### src/rtl/rx_obj_pkg.sv
package rx_obj_pkg;
    localparam int FLAG_W  = 8;
    localparam int F_TXRQ  = 0;
    localparam int F_NEWD  = 1;
    localparam int F_LOST  = 2;
    localparam int F_IPND  = 3;
    localparam int F_RXIE  = 4;
    localparam int F_RMTEN = 5;
    localparam int F_UMASK = 6;
    localparam int F_DIR   = 7;

    typedef enum logic [1:0] {
        UPD_NONE,
        UPD_DATA,
        UPD_RMT_TX,
        UPD_RMT_STORE
    } upd_kind_e;
endpackage

### src/rtl/rx_obj_rules.sv
module rx_obj_rules
    import rx_obj_pkg::*;
(
    input  logic              found_i,
    input  logic              remote_i,
    input  logic [FLAG_W-1:0] flags_i,
    output upd_kind_e         kind_o,
    output logic [FLAG_W-1:0] flags_o,
    output logic [FLAG_W-1:0] set_o
);
    logic [FLAG_W-1:0] base;

    always_comb begin
        kind_o = UPD_NONE;
        base   = flags_i;
        set_o  = '0;
        if (found_i) begin
            if (!remote_i) begin
                kind_o         = UPD_DATA;
                set_o[F_NEWD]  = 1'b1;
                set_o[F_LOST]  = flags_i[F_NEWD];
                set_o[F_IPND]  = flags_i[F_RXIE];
                base[F_TXRQ]   = 1'b0;
            end else if (flags_i[F_DIR] && flags_i[F_RMTEN]) begin
                kind_o         = UPD_RMT_TX;
                set_o[F_TXRQ]  = 1'b1;
            end else if (flags_i[F_DIR] && flags_i[F_UMASK]) begin
                kind_o         = UPD_RMT_STORE;
                set_o[F_NEWD]  = 1'b1;
                base[F_TXRQ]   = 1'b0;
            end
        end
        flags_o = base | set_o;
    end
endmodule

### src/rtl/rx_obj_clr_mask.sv
module rx_obj_clr_mask
    import rx_obj_pkg::*;
#(
    parameter int IDX_W = 5
) (
    input  logic              clr_i,
    input  logic [IDX_W-1:0]  clr_idx_i,
    input  logic [IDX_W-1:0]  idx_i,
    input  logic              clr_newdat_i,
    input  logic              clr_lost_i,
    output logic [FLAG_W-1:0] mask_o
);
    logic hit;

    always_comb begin
        hit            = clr_i && (clr_idx_i == idx_i);
        mask_o         = '0;
        mask_o[F_NEWD] = hit && clr_newdat_i;
        mask_o[F_LOST] = hit && clr_lost_i;
    end
endmodule

### src/rtl/rx_obj_onehot.sv
module rx_obj_onehot #(
    parameter int N     = 32,
    parameter int IDX_W = 5
) (
    input  logic             en_i,
    input  logic [IDX_W-1:0] idx_i,
    output logic [N-1:0]     vec_o
);
    for (genvar g = 0; g < N; g++) begin : g_bit
        assign vec_o[g] = en_i && (idx_i == IDX_W'(g));
    end
endmodule

### src/rtl/rx_obj_update.sv
module rx_obj_update
    import rx_obj_pkg::*;
#(
    parameter int NUM_OBJ    = 32,
    parameter int IDX_W      = $clog2(NUM_OBJ),
    parameter int ID_W       = 29,
    parameter int DATA_BYTES = 8
) (
    input  logic                    clk,
    input  logic                    rst_n,
    input  logic                    start_i,
    input  logic                    found_i,
    input  logic [IDX_W-1:0]        idx_i,
    input  logic                    remote_i,
    input  logic [7:0]              flags_i,
    input  logic [ID_W-1:0]         id_i,
    input  logic                    ide_i,
    input  logic                    rtr_i,
    input  logic [3:0]              dlc_i,
    input  logic [8*DATA_BYTES-1:0] data_i,
    input  logic [ID_W-1:0]         rx_id_i,
    input  logic                    rx_ide_i,
    input  logic                    rx_rtr_i,
    input  logic [3:0]              rx_dlc_i,
    input  logic [8*DATA_BYTES-1:0] rx_data_i,
    input  logic                    clr_i,
    input  logic [IDX_W-1:0]        clr_idx_i,
    input  logic                    clr_newdat_i,
    input  logic                    clr_lost_i,
    output logic                    busy_o,
    output logic                    wr_o,
    output logic [IDX_W-1:0]        wr_idx_o,
    output logic [7:0]              flags_o,
    output logic [ID_W-1:0]         id_o,
    output logic                    ide_o,
    output logic                    rtr_o,
    output logic [3:0]              dlc_o,
    output logic [8*DATA_BYTES-1:0] data_o,
    output logic [NUM_OBJ-1:0]      irq_o
);
    localparam int DW = 8 * DATA_BYTES;

    typedef struct packed {
        logic              busy;
        logic              act;
        logic              irq;
        logic [IDX_W-1:0]  idx;
        logic [FLAG_W-1:0] flags;
        logic [FLAG_W-1:0] set;
        logic [ID_W-1:0]   id;
        logic              ide;
        logic              rtr;
        logic [3:0]        dlc;
        logic [DW-1:0]     data;
    } upd_st_t;

    upd_st_t st_d, st_q;

    logic              accept;
    logic [FLAG_W-1:0] clr_acc, clr_wr, flags_eff, rule_flags, rule_set;
    upd_kind_e         kind;

    // clear aimed at the object being read now
    rx_obj_clr_mask #(.IDX_W(IDX_W)) u_clr_acc (
        .clr_i(clr_i), .clr_idx_i(clr_idx_i), .idx_i(idx_i),
        .clr_newdat_i(clr_newdat_i), .clr_lost_i(clr_lost_i), .mask_o(clr_acc)
    );

    // clear aimed at the object being written now
    rx_obj_clr_mask #(.IDX_W(IDX_W)) u_clr_wr (
        .clr_i(clr_i), .clr_idx_i(clr_idx_i), .idx_i(st_q.idx),
        .clr_newdat_i(clr_newdat_i), .clr_lost_i(clr_lost_i), .mask_o(clr_wr)
    );

    assign flags_eff = flags_i & ~clr_acc;

    rx_obj_rules u_rules (
        .found_i(found_i), .remote_i(remote_i), .flags_i(flags_eff),
        .kind_o(kind), .flags_o(rule_flags), .set_o(rule_set)
    );

    always_comb begin
        accept     = start_i && !st_q.busy;
        st_d       = st_q;
        st_d.busy  = accept;
        st_d.act   = 1'b0;
        st_d.irq   = 1'b0;
        if (accept) begin
            st_d.act   = (kind != UPD_NONE);
            st_d.irq   = rule_set[F_IPND];
            st_d.idx   = idx_i;
            st_d.flags = rule_flags;
            st_d.set   = rule_set;
            st_d.id    = id_i;
            st_d.ide   = ide_i;
            st_d.rtr   = rtr_i;
            st_d.dlc   = dlc_i;
            st_d.data  = data_i;
            if (kind == UPD_DATA || kind == UPD_RMT_STORE) begin
                st_d.id  = rx_id_i;
                st_d.ide = rx_ide_i;
                st_d.rtr = rx_rtr_i;
                st_d.dlc = rx_dlc_i;
            end
            if (kind == UPD_DATA) begin
                st_d.data = rx_data_i;
            end
        end
    end

    always_ff @(posedge clk or negedge rst_n) begin
        if (!rst_n) begin
            st_q <= '0;
        end else begin
            st_q <= st_d;
        end
    end

    rx_obj_onehot #(.N(NUM_OBJ), .IDX_W(IDX_W)) u_irq (
        .en_i(st_q.busy && st_q.act && st_q.irq), .idx_i(st_q.idx), .vec_o(irq_o)
    );

    assign busy_o   = st_q.busy;
    assign wr_o     = st_q.busy && st_q.act;
    assign wr_idx_o = st_q.idx;
    assign flags_o  = (st_q.flags & ~clr_wr) | st_q.set;
    assign id_o     = st_q.id;
    assign ide_o    = st_q.ide;
    assign rtr_o    = st_q.rtr;
    assign dlc_o    = st_q.dlc;
    assign data_o   = st_q.data;
endmodule

### config.mk
export PLATFORM = sky130hd
export DESIGN_NAME = rx_obj_update
export DESIGN_NICKNAME = d
export VERILOG_FILES = /design/src/rtl/rx_obj_pkg.sv /design/src/rtl/rx_obj_rules.sv /design/src/rtl/rx_obj_clr_mask.sv /design/src/rtl/rx_obj_onehot.sv /design/src/rtl/rx_obj_update.sv
export SDC_FILE = /design/constraint.sdc
export NUM_CORES = 1
export LEC_CHECK = 0
export ABC_AREA = 1
export CAP_MARGIN = 20
export CORE_AREA = 2 2 146 148
export DETAILED_ROUTE_END_ITERATION = 10
export DIE_AREA = 0 0 148 150
export GPL_TIMING_DRIVEN = 0
export PLACE_DENSITY = 0.76
export SYNTH_ARGS = -nofsm -noshare
export SYNTH_HDL_FRONTEND = slang
export SYNTH_HIERARCHICAL = 1
export SYNTH_SLANG_ARGS = --single-unit
export TNS_END_PERCENT = 30
### constraint.sdc
create_clock -name clk -period 1.35 [get_ports clk]
set_input_delay 0.2025 -clock clk [delete_from_list [all_inputs] [get_ports clk]]
set_output_delay 0.2025 -clock clk [all_outputs]
set_load 0.02 [all_outputs]
* Yosys cells after proc, flatten, opt, wreduce, memory -nomap -nowiden *
Index checks and enable logic that the tools add are counted.
W data, S select, Z words.

cells by class
  multipliers = 0
  $lt $le $gt $ge = 0
  divide/modulo/power cells = 0
  eq/ne operators = 35
  muxes and demuxes = 18
  reduce and logical (&&, ||, !) cells = 47
  shifts and indexed selects = 0
  $add $sub $neg = 0
  bitwise gates (word level) = 6

operator list
  kind                  count
  $mux W122             1
  $eq A5 B5 Y1 const B  16
  $mux W64              1
  $logic_and A1 B1 Y1   43
  $eq A5 B4 Y1 const B  8
  $mux W35              1
  $eq A5 B3 Y1 const B  4
  $and A8 B8 Y8         2
  $not A3 Y8            2
  $or A8 B4 Y8          2
  $eq A5 B2 Y1 const B  2
  $eq A5 B5 Y1          2
  $mux W2               5
  $mux W1               9
  $eq A5 B1 Y1 const B  1
  $logic_not A5 Y1      1
  $mux W4               1
  $eq A2 B1 Y1 const B  1
  $eq A2 B2 Y1 const B  1
  $reduce_bool A2 Y1    1
  $logic_not A1 Y1      1
  $logic_or A1 B1 Y1    1

word-level totals
  register bits = 119
  logic and storage cells = 117
  input port bits = 224
  memory bits (read-only) = 0
  memories kept = 0
  output and inout bits = 146
  memory bits (writable) = 0
  bits in latches = 0

* Depth between registers and ports, before layout *
Gate-level depths: netlist of run 1.

  depth after elaboration = 14
  gate-level depth with buffers = 12
  mapped depth without buffers = 12

* Modules after synthesis *
The synthesis of run 1 kept the hierarchy.

by module, submodules not included
  module           sequential area each (µm²)  cells an instance  area each (µm²)  times used
  rx_obj_update    3078.0                      1001               7248.2           1
  rx_obj_clr_mask  0.0                         38                 166.4            2
  rx_obj_onehot    0.0                         67                 266.5            1
  rx_obj_rules     0.0                         32                 165.2            1

* Worst setup path after synthesis of run 1 *
OpenSTA, ideal clock, no wires.

  path kind = register to output
  start = reg st_q, in the netlist busy_o
  end = out irq_o[16]
  data required time = 1148 ps
  buffers on the path = 1
  arrival time = 1308 ps
  cell stages (with the launch flop) = 6
  path slack = -160 ps
  cells stage by stage = dfrtp_1 -> nand2_1 -> nor2_1 -> nand2_1 -> buf_2 -> nor2_1

between the ends
  longest elaborated chain between the ends = 3

RTL lines
  item                               RTL line              text
  from (decl)                        rx_obj_update.sv:57   upd_st_t st_d, st_q;
  from (signal assigned)             rx_obj_update.sv:115  st_q <= st_d;
  $logic_and A1 B1 Y1 (2 in series)  rx_obj_update.sv:120  .en_i(st_q.busy && st_q.act && st_q.irq), .idx_i(st_q.idx), .vec_o(irq_o)
  $logic_and A1 B1 Y1                rx_obj_onehot.sv:10   assign vec_o[g] = en_i && (idx_i == IDX_W'(g));
  to (decl)                          rx_obj_update.sv:39   output logic [NUM_OBJ-1:0] irq_o

No other way between the ends.

* Worst setup path after layout of run 1 *
  start = reg st_q, in the netlist busy_o
  end = out irq_o[6]

Same word-level chain as after synthesis.

==> results of run 1 <==
-- power by group through the flow --
stage / clock (mW) / combinational [mW] / sequential, mW
6_report: 4.97 / 5.25 / 4.57
4_1_cts: 5.03 / 5.07 / 4.54
3_5_place_dp: 0 / 4.76 / 4.59
5_1_grt: 5.21 / 5.63 / 4.62
2_1_floorplan: 0 / 2.56 / 4.52
3_3_place_gp: 0 / 4.70 / 4.58
-- synth_stat cells --
master      n
nand2_1   393
inv_1     217
buf_4     134
nand3_1   132
dfrtp_1   123
nor2_1     66
o211ai_1   35
buf_2      28
buf_6      11
o21ai_0     9
o21bai_1    8
clkbuf_1    6
nor2_2      5
conb_1      3
nand2_2     2
or2_1       2
a21oi_1     1
inv_2       1
-- sequential cells by signal (all words and copies together), names as in the netlist --
register / count
dlc_o: 4
ide_o: 1
wr_idx_o: 5
busy_o: 1
st_q: 18
rtr_o: 1
id_o: 29
data_o: 64
-- repair_timing --
action	in CTS	in global routing
cloned	13	0
resized for setup	508	104
hold endpoints to repair	54	0
buffers inserted	37	6
endpoints found under the setup margin	261	169
hold buffers	1	0
pin swaps	43	47
-- cell type report --
type / count / area [um^2] / share of cell area (%)
Timing Repair Buffer: 425 / 4200 / 29.8
Multi-Input combinational cell: 669 / 3390 / 24.1
Sequential cell: 123 / 3090 / 21.9
Buffer: 178 / 1580 / 11.2
Inverter: 218 / 828 / 5.88
Clock buffer: 19 / 453 / 3.22
Tap cell: 275 / 344 / 2.44
Clock inverter: 13 / 189 / 1.34
Antenna cell: 1 / 2.50 / 0.0178
-- critical path, stage by stage (launching register included) --
cell and delay [ns]:
dfrtp_2 0.39, nand2_4 0.07, nor2_4 0.22, nand2_4 0.18
buf_12 0.19, nor2_4 0.11, buf_6 0.12
-- layout by cell type, fill, tap and decap left out, drive strengths merged --
master | Yosys | routed
nand2 | 395 | 395
buf | 173 | 368
inv | 218 | 221
clkdlybuf4s50 | 0 | 207
nand3 | 132 | 132
dfrtp | 123 | 123
nor2 | 71 | 71
o211ai | 35 | 35
clkbuf | 6 | 27
conb | 3 | 16
dlygate4sd2 | 0 | 13
o21ai | 9 | 9
o21bai | 8 | 8
bufinv | 0 | 4
clkinv | 0 | 4
clkdlybuf4s15 | 0 | 3
clkinvlp | 0 | 2
dlymetal6s2s | 0 | 2
or2 | 2 | 2
diode | 0 | 1
bufbuf | 0 | 1
dlygate4sd3 | 0 | 1
a21oi | 1 | 1
-- worst max-delay path by stage --
stage / start / endpoint / slack [ns] / depth (start not counted)
after detailed placement: flags_i[7] / id_o[11] / -0.99 / 13
after global routing: busy_o / irq_o[6] / -0.61 / 6
after floorplan: flags_i[7] / id_o[10] / -0.007 / 12
final: busy_o / irq_o[6] / -0.56 / 6
after global placement: rst_n / busy_o / -5.44 / 1
after CTS: wr_idx_o[2] / flags_o[2] / -0.49 / 7
-- metal layers --
| metal | up-vias | routed length (um) | global-route usage [%] |
|---|---|---|---|
| li1 | 4293 | - | - |
| met1 | 4096 | 11900 | 30.2 |
| met2 | 343 | 15800 | 47.0 |
| met3 | 69 | 1750 | 5.46 |
| met4 | 0 | 1130 | 11.4 |
| met5 | - | 0 | 0 |
-- cell families (layout without fill, tap and decap cells) --
family                 Yosys count  in the layout  synth area share, %
AND/OR/NAND/NOR                600            600                 30.4
buffers and inverters          397            853                 26.3
flip-flops                     123            123                 38.4
AO/OA/AOI/OAI                   53             53                 4.65
other                            3             17                0.141
-- through the flow --
step           setup TNS (ns)  cell area (um^2)  instances  hold WS [ns]  setup WS [ns]
6_report               -20.93             14100       1921        0.0990         -0.563
3_3_place_gp          -716.32             12300       1833         0.449          -5.44
2_1_floorplan          -0.147              8220       1189       -0.0931       -0.00735
5_1_grt                -31.14             14100       1921         0.101         -0.611
4_1_cts                -16.85             13800       1916         0.170         -0.488
3_5_place_dp          -111.18             12300       1834         0.203         -0.988
==> reports/results.ini, run 1 <==
[route]
routedWlPerCell_um=15.9
first_pass_iters=5
drtIter0Drc=401
drc=0
ant_nets=0
vias=8801
finalWirelength_um=30500
viasPerCell=4.58

[final_layout]
area_delta_synth_final_pct=75.7
nFillCells=1735
nets=1856
fin_util_pct=68.0
layout-drive-gt1-share_pct=31.4

[cts]
htree_num_levels=4
numClockSinks=123
clk_path_buf_depth=2
clock_latency_ns=0.42
cts_tree=built
cts_inserted_buffers=17
clockRootBuffer=clkbuf_16
clk_pin_slew_ns=0.06

[job]
maxCapViolations=0

[sta]
setup-violations-final=150
period_minus_slack_ns=1.91
drv_slew=0
fin_skew_ns=0.00853
period_share_pct=142
fin_ws_ns=-0.563
hold_viol=0
fmax_ghz=0.523
max-slew-margin-rel_pct=63.3
rsz0062_at_grt=true
worst_pin_slew_ns=0.551

[power]
ir_drop_mv=0.789
total_power_mw=14.8
p_switching_mw=4.63
clkPwrFrac_pct=33.6
powerDensity_mw_per_mm2=1050
power.share.combinational_pct=35.5
p_int_mw=10.2
seqPwrFrac_pct=30.9
p_leak_nw=7.65
swShare_pct=31.3

[setup_path]
cp-end-kind=output pin
r2r-end=id_o[11]
worst_ep_arrival_time_ns=1.71
r2r-start=busy_o
regToRegSetupSlack_ns=-0.15
crit_type=reg2out
required_ns=1.15
path_max_fanout=7
start_kind=flip-flop
r2r_cells=7

[die]
die_x_um=148
core_region_area_mm2=0.0207
start_util_pct=38.7
fp.dieH_um=150
dieArea_mm2=0.0222
ios=370
num_rows=53

[status]
outcome=complete, but fails checks
failed_checks=setup timing

[synth]
synth_cell_types=18
netlist_instances=1176
synth_area_mm2=0.00801
synth_top_cell_by_area=dfrtp_1
synth_seq_area_share_pct=38.4
synthTopCellsByArea=dfrtp_1, nand2_1, buf_4
ys_ff_latch=123
avgSynthCellArea_um2=6.81
yosysWarnings=6
yosysTopAreaCellShare_pct=38.4

[placement]
hpwl_um=20500
port_buffers=369
place_congestion=0.883

[worst_hold_path]
min_path_type=in2reg
holdPathStages=3
hp-start=idx_i[0]
hold_path_end=wr_idx_o[0]

[global_route]
grt_max_degree=70
grt_pass1_wl_um=45000
grt_pass1_vias=8606
gr-usage-all-layers_pct=26.2
antenna_found_initial=1
grt-ovfl-total=0

(Power assumes the default switching activity.)
==> run 2: changes to the inputs <==
Settings changed: SKIP_CTS_REPAIR_TIMING set to 1.
==> reports/results.ini, run 2 (synthesis results as in run 1) <==
[setup_path]
path_max_fanout=5  ; -2
r2r_cells=9  ; +2
critPathSlowestCell=dfrtp_2
cp_slowest_stage_delay_ns=0.45  ; +0.06 ns
start_kind=flip-flop
crit_type=reg2out
cp-end-kind=output pin
required_ns=1.15  ; about the same
crit_chain=buf_12, nor2_2, nand2_1, nor2_1, clkbuf_2
r2r-end=data_o[50]
worst_ep_arrival_time_ns=1.68  ; -0.03 ns
regToRegSetupSlack_ns=-0.14  ; about the same
r2r-start=busy_o

[placement]
place_congestion=0.883  ; unchanged
hpwl_um=20500  ; unchanged
port_buffers=369  ; unchanged

[power]
ir_drop_mv=0.785  ; -0.45%
powerDensity_mw_per_mm2=1040  ; -1.3%
total_power_mw=14.8  ; +0.21%
p_leak_nw=7.79  ; +1.9%

[global_route]
grt_max_degree=70  ; unchanged
grt-ovfl-total=0  ; unchanged
grt_pass1_vias=8035  ; -6.6%
grt_pass1_wl_um=40500  ; -10%
gr-usage-all-layers_pct=23.4  ; -2.8 points
antenna_found_initial=1  ; unchanged

[job]
maxCapViolations=0  ; unchanged

[sta]
setup-violations-final=150  ; unchanged
fin_skew_ns=0.00588  ; -0.00265 ns
fmax_ghz=0.531  ; +1.6%
tns_ns=-23.13  ; -2.19 ns
hold_viol=0  ; unchanged
rsz0062_at_grt=true
max-slew-margin-rel_pct=63.2  ; about the same
period_minus_slack_ns=1.88  ; -0.0298 ns
drv_slew=0  ; unchanged
worst_pin_slew_ns=0.551  ; +0.000588 ns
period_share_pct=139  ; -2.2 points
fin_ws_ns=-0.533  ; +0.0298 ns

[route]
viasPerCell=4.56  ; -0.55%
drtIter0Drc=336  ; -16%
drc=0  ; unchanged
first_pass_iters=5  ; unchanged
vias=8748  ; -0.60%
ant_nets=0  ; unchanged
routedWlPerCell_um=15.3  ; -3.5%
finalWirelength_um=29400  ; -3.6%

[die]
core_region_area_mm2=0.0207  ; unchanged
num_rows=53  ; unchanged
fp.dieH_um=150  ; unchanged
start_util_pct=38.7  ; unchanged
die_x_um=148  ; unchanged
ios=370  ; unchanged
dieArea_mm2=0.0222  ; unchanged

[cts]
cts_inserted_buffers=17  ; unchanged
numClockSinks=123  ; unchanged
clk_pin_slew_ns=0.05  ; about the same
cts_tree=built
clockRootBuffer=clkbuf_16
clock_latency_ns=0.43  ; about the same
htree_num_levels=4  ; unchanged
clk_path_buf_depth=2  ; unchanged

[final_layout]
layout_commonest_cell=nand2_1
layout_common_cells=nand2_1, buf_4, inv_1
largest_register_ffs=64  ; unchanged
layout-drive-gt1-share_pct=32.4  ; +0.99 points
area_delta_synth_final_pct=78.3
nets=1855  ; -0.054%

[status]
outcome=complete, but fails checks
failed_checks=setup timing

[worst_hold_path]
min_path_type=in2reg
hp-start=idx_i[4]
hold_path_end=wr_idx_o[4]
holdPathStages=3  ; unchanged

[run 2: critical path, delay by kind of cell, from the launching register on]
family	cells	cell delay (ns)
buffers and inverters	2	0.33
DFF	1	0.45
and+or+nand+nor	3	0.48
[run 2: how the worst max path moves through the flow]
stage | from | endpoint | slack, ns | cells after the start
6_report | wr_idx_o[1] | irq_o[4] | -0.53 | 5
5_1_grt | wr_idx_o[1] | irq_o[4] | -0.61 | 5
4_1_cts | busy_o | irq_o[7] | -1.14 | 6
3_5_place_dp | flags_i[7] | id_o[11] | -0.99 | 13
3_3_place_gp | rst_n | busy_o | -5.44 | 1
2_1_floorplan | flags_i[7] | id_o[10] | -0.007 | 12
[run 2: final cells by class]
type                    count  area, um^2
diodes                      1        2.50
multi-input cells         669        3440
inverters                 218         826
clock buffers              19         453
flip-flops and latches    123        3090
well taps                 275         344
plain buffers             179        1600
clock inverters            13         189
fillers                  1723        6400
repair buffers            423        4340
[run 2: power by group]
part	internal, mW	switching [mW]	leakage [nW]
registers	4.22	0.335	1.50
logic	2.80	2.50	5.98
clock network	3.20	1.77	0.310
total	10.2	4.60	7.79
[run 2: per-layer routing]
layer  GRT usage (%)  part of all wire (%)  vias up
met1            27.2                    40     4058
met3            5.64                   6.0       56
li1                -                     -     4297
met5               0                     0        -
met4            10.6                   3.3        0
met2            41.0                    51      337
[run 2: through the flow]
step	hold slack, ns	utilization (%)	setup WS (ns)	cell area, um^2	instances
CTS	-0.254	62.5	-1.14	12900	1866
floorplan	-0.0931	-	-0.00735	8220	1189
detailed placement	0.203	59.4	-0.988	12300	1834
finish	0.0919	69.1	-0.533	14300	1920
global placement	0.449	59.3	-5.44	12300	1833
global route	0.0807	69.1	-0.614	14300	1920
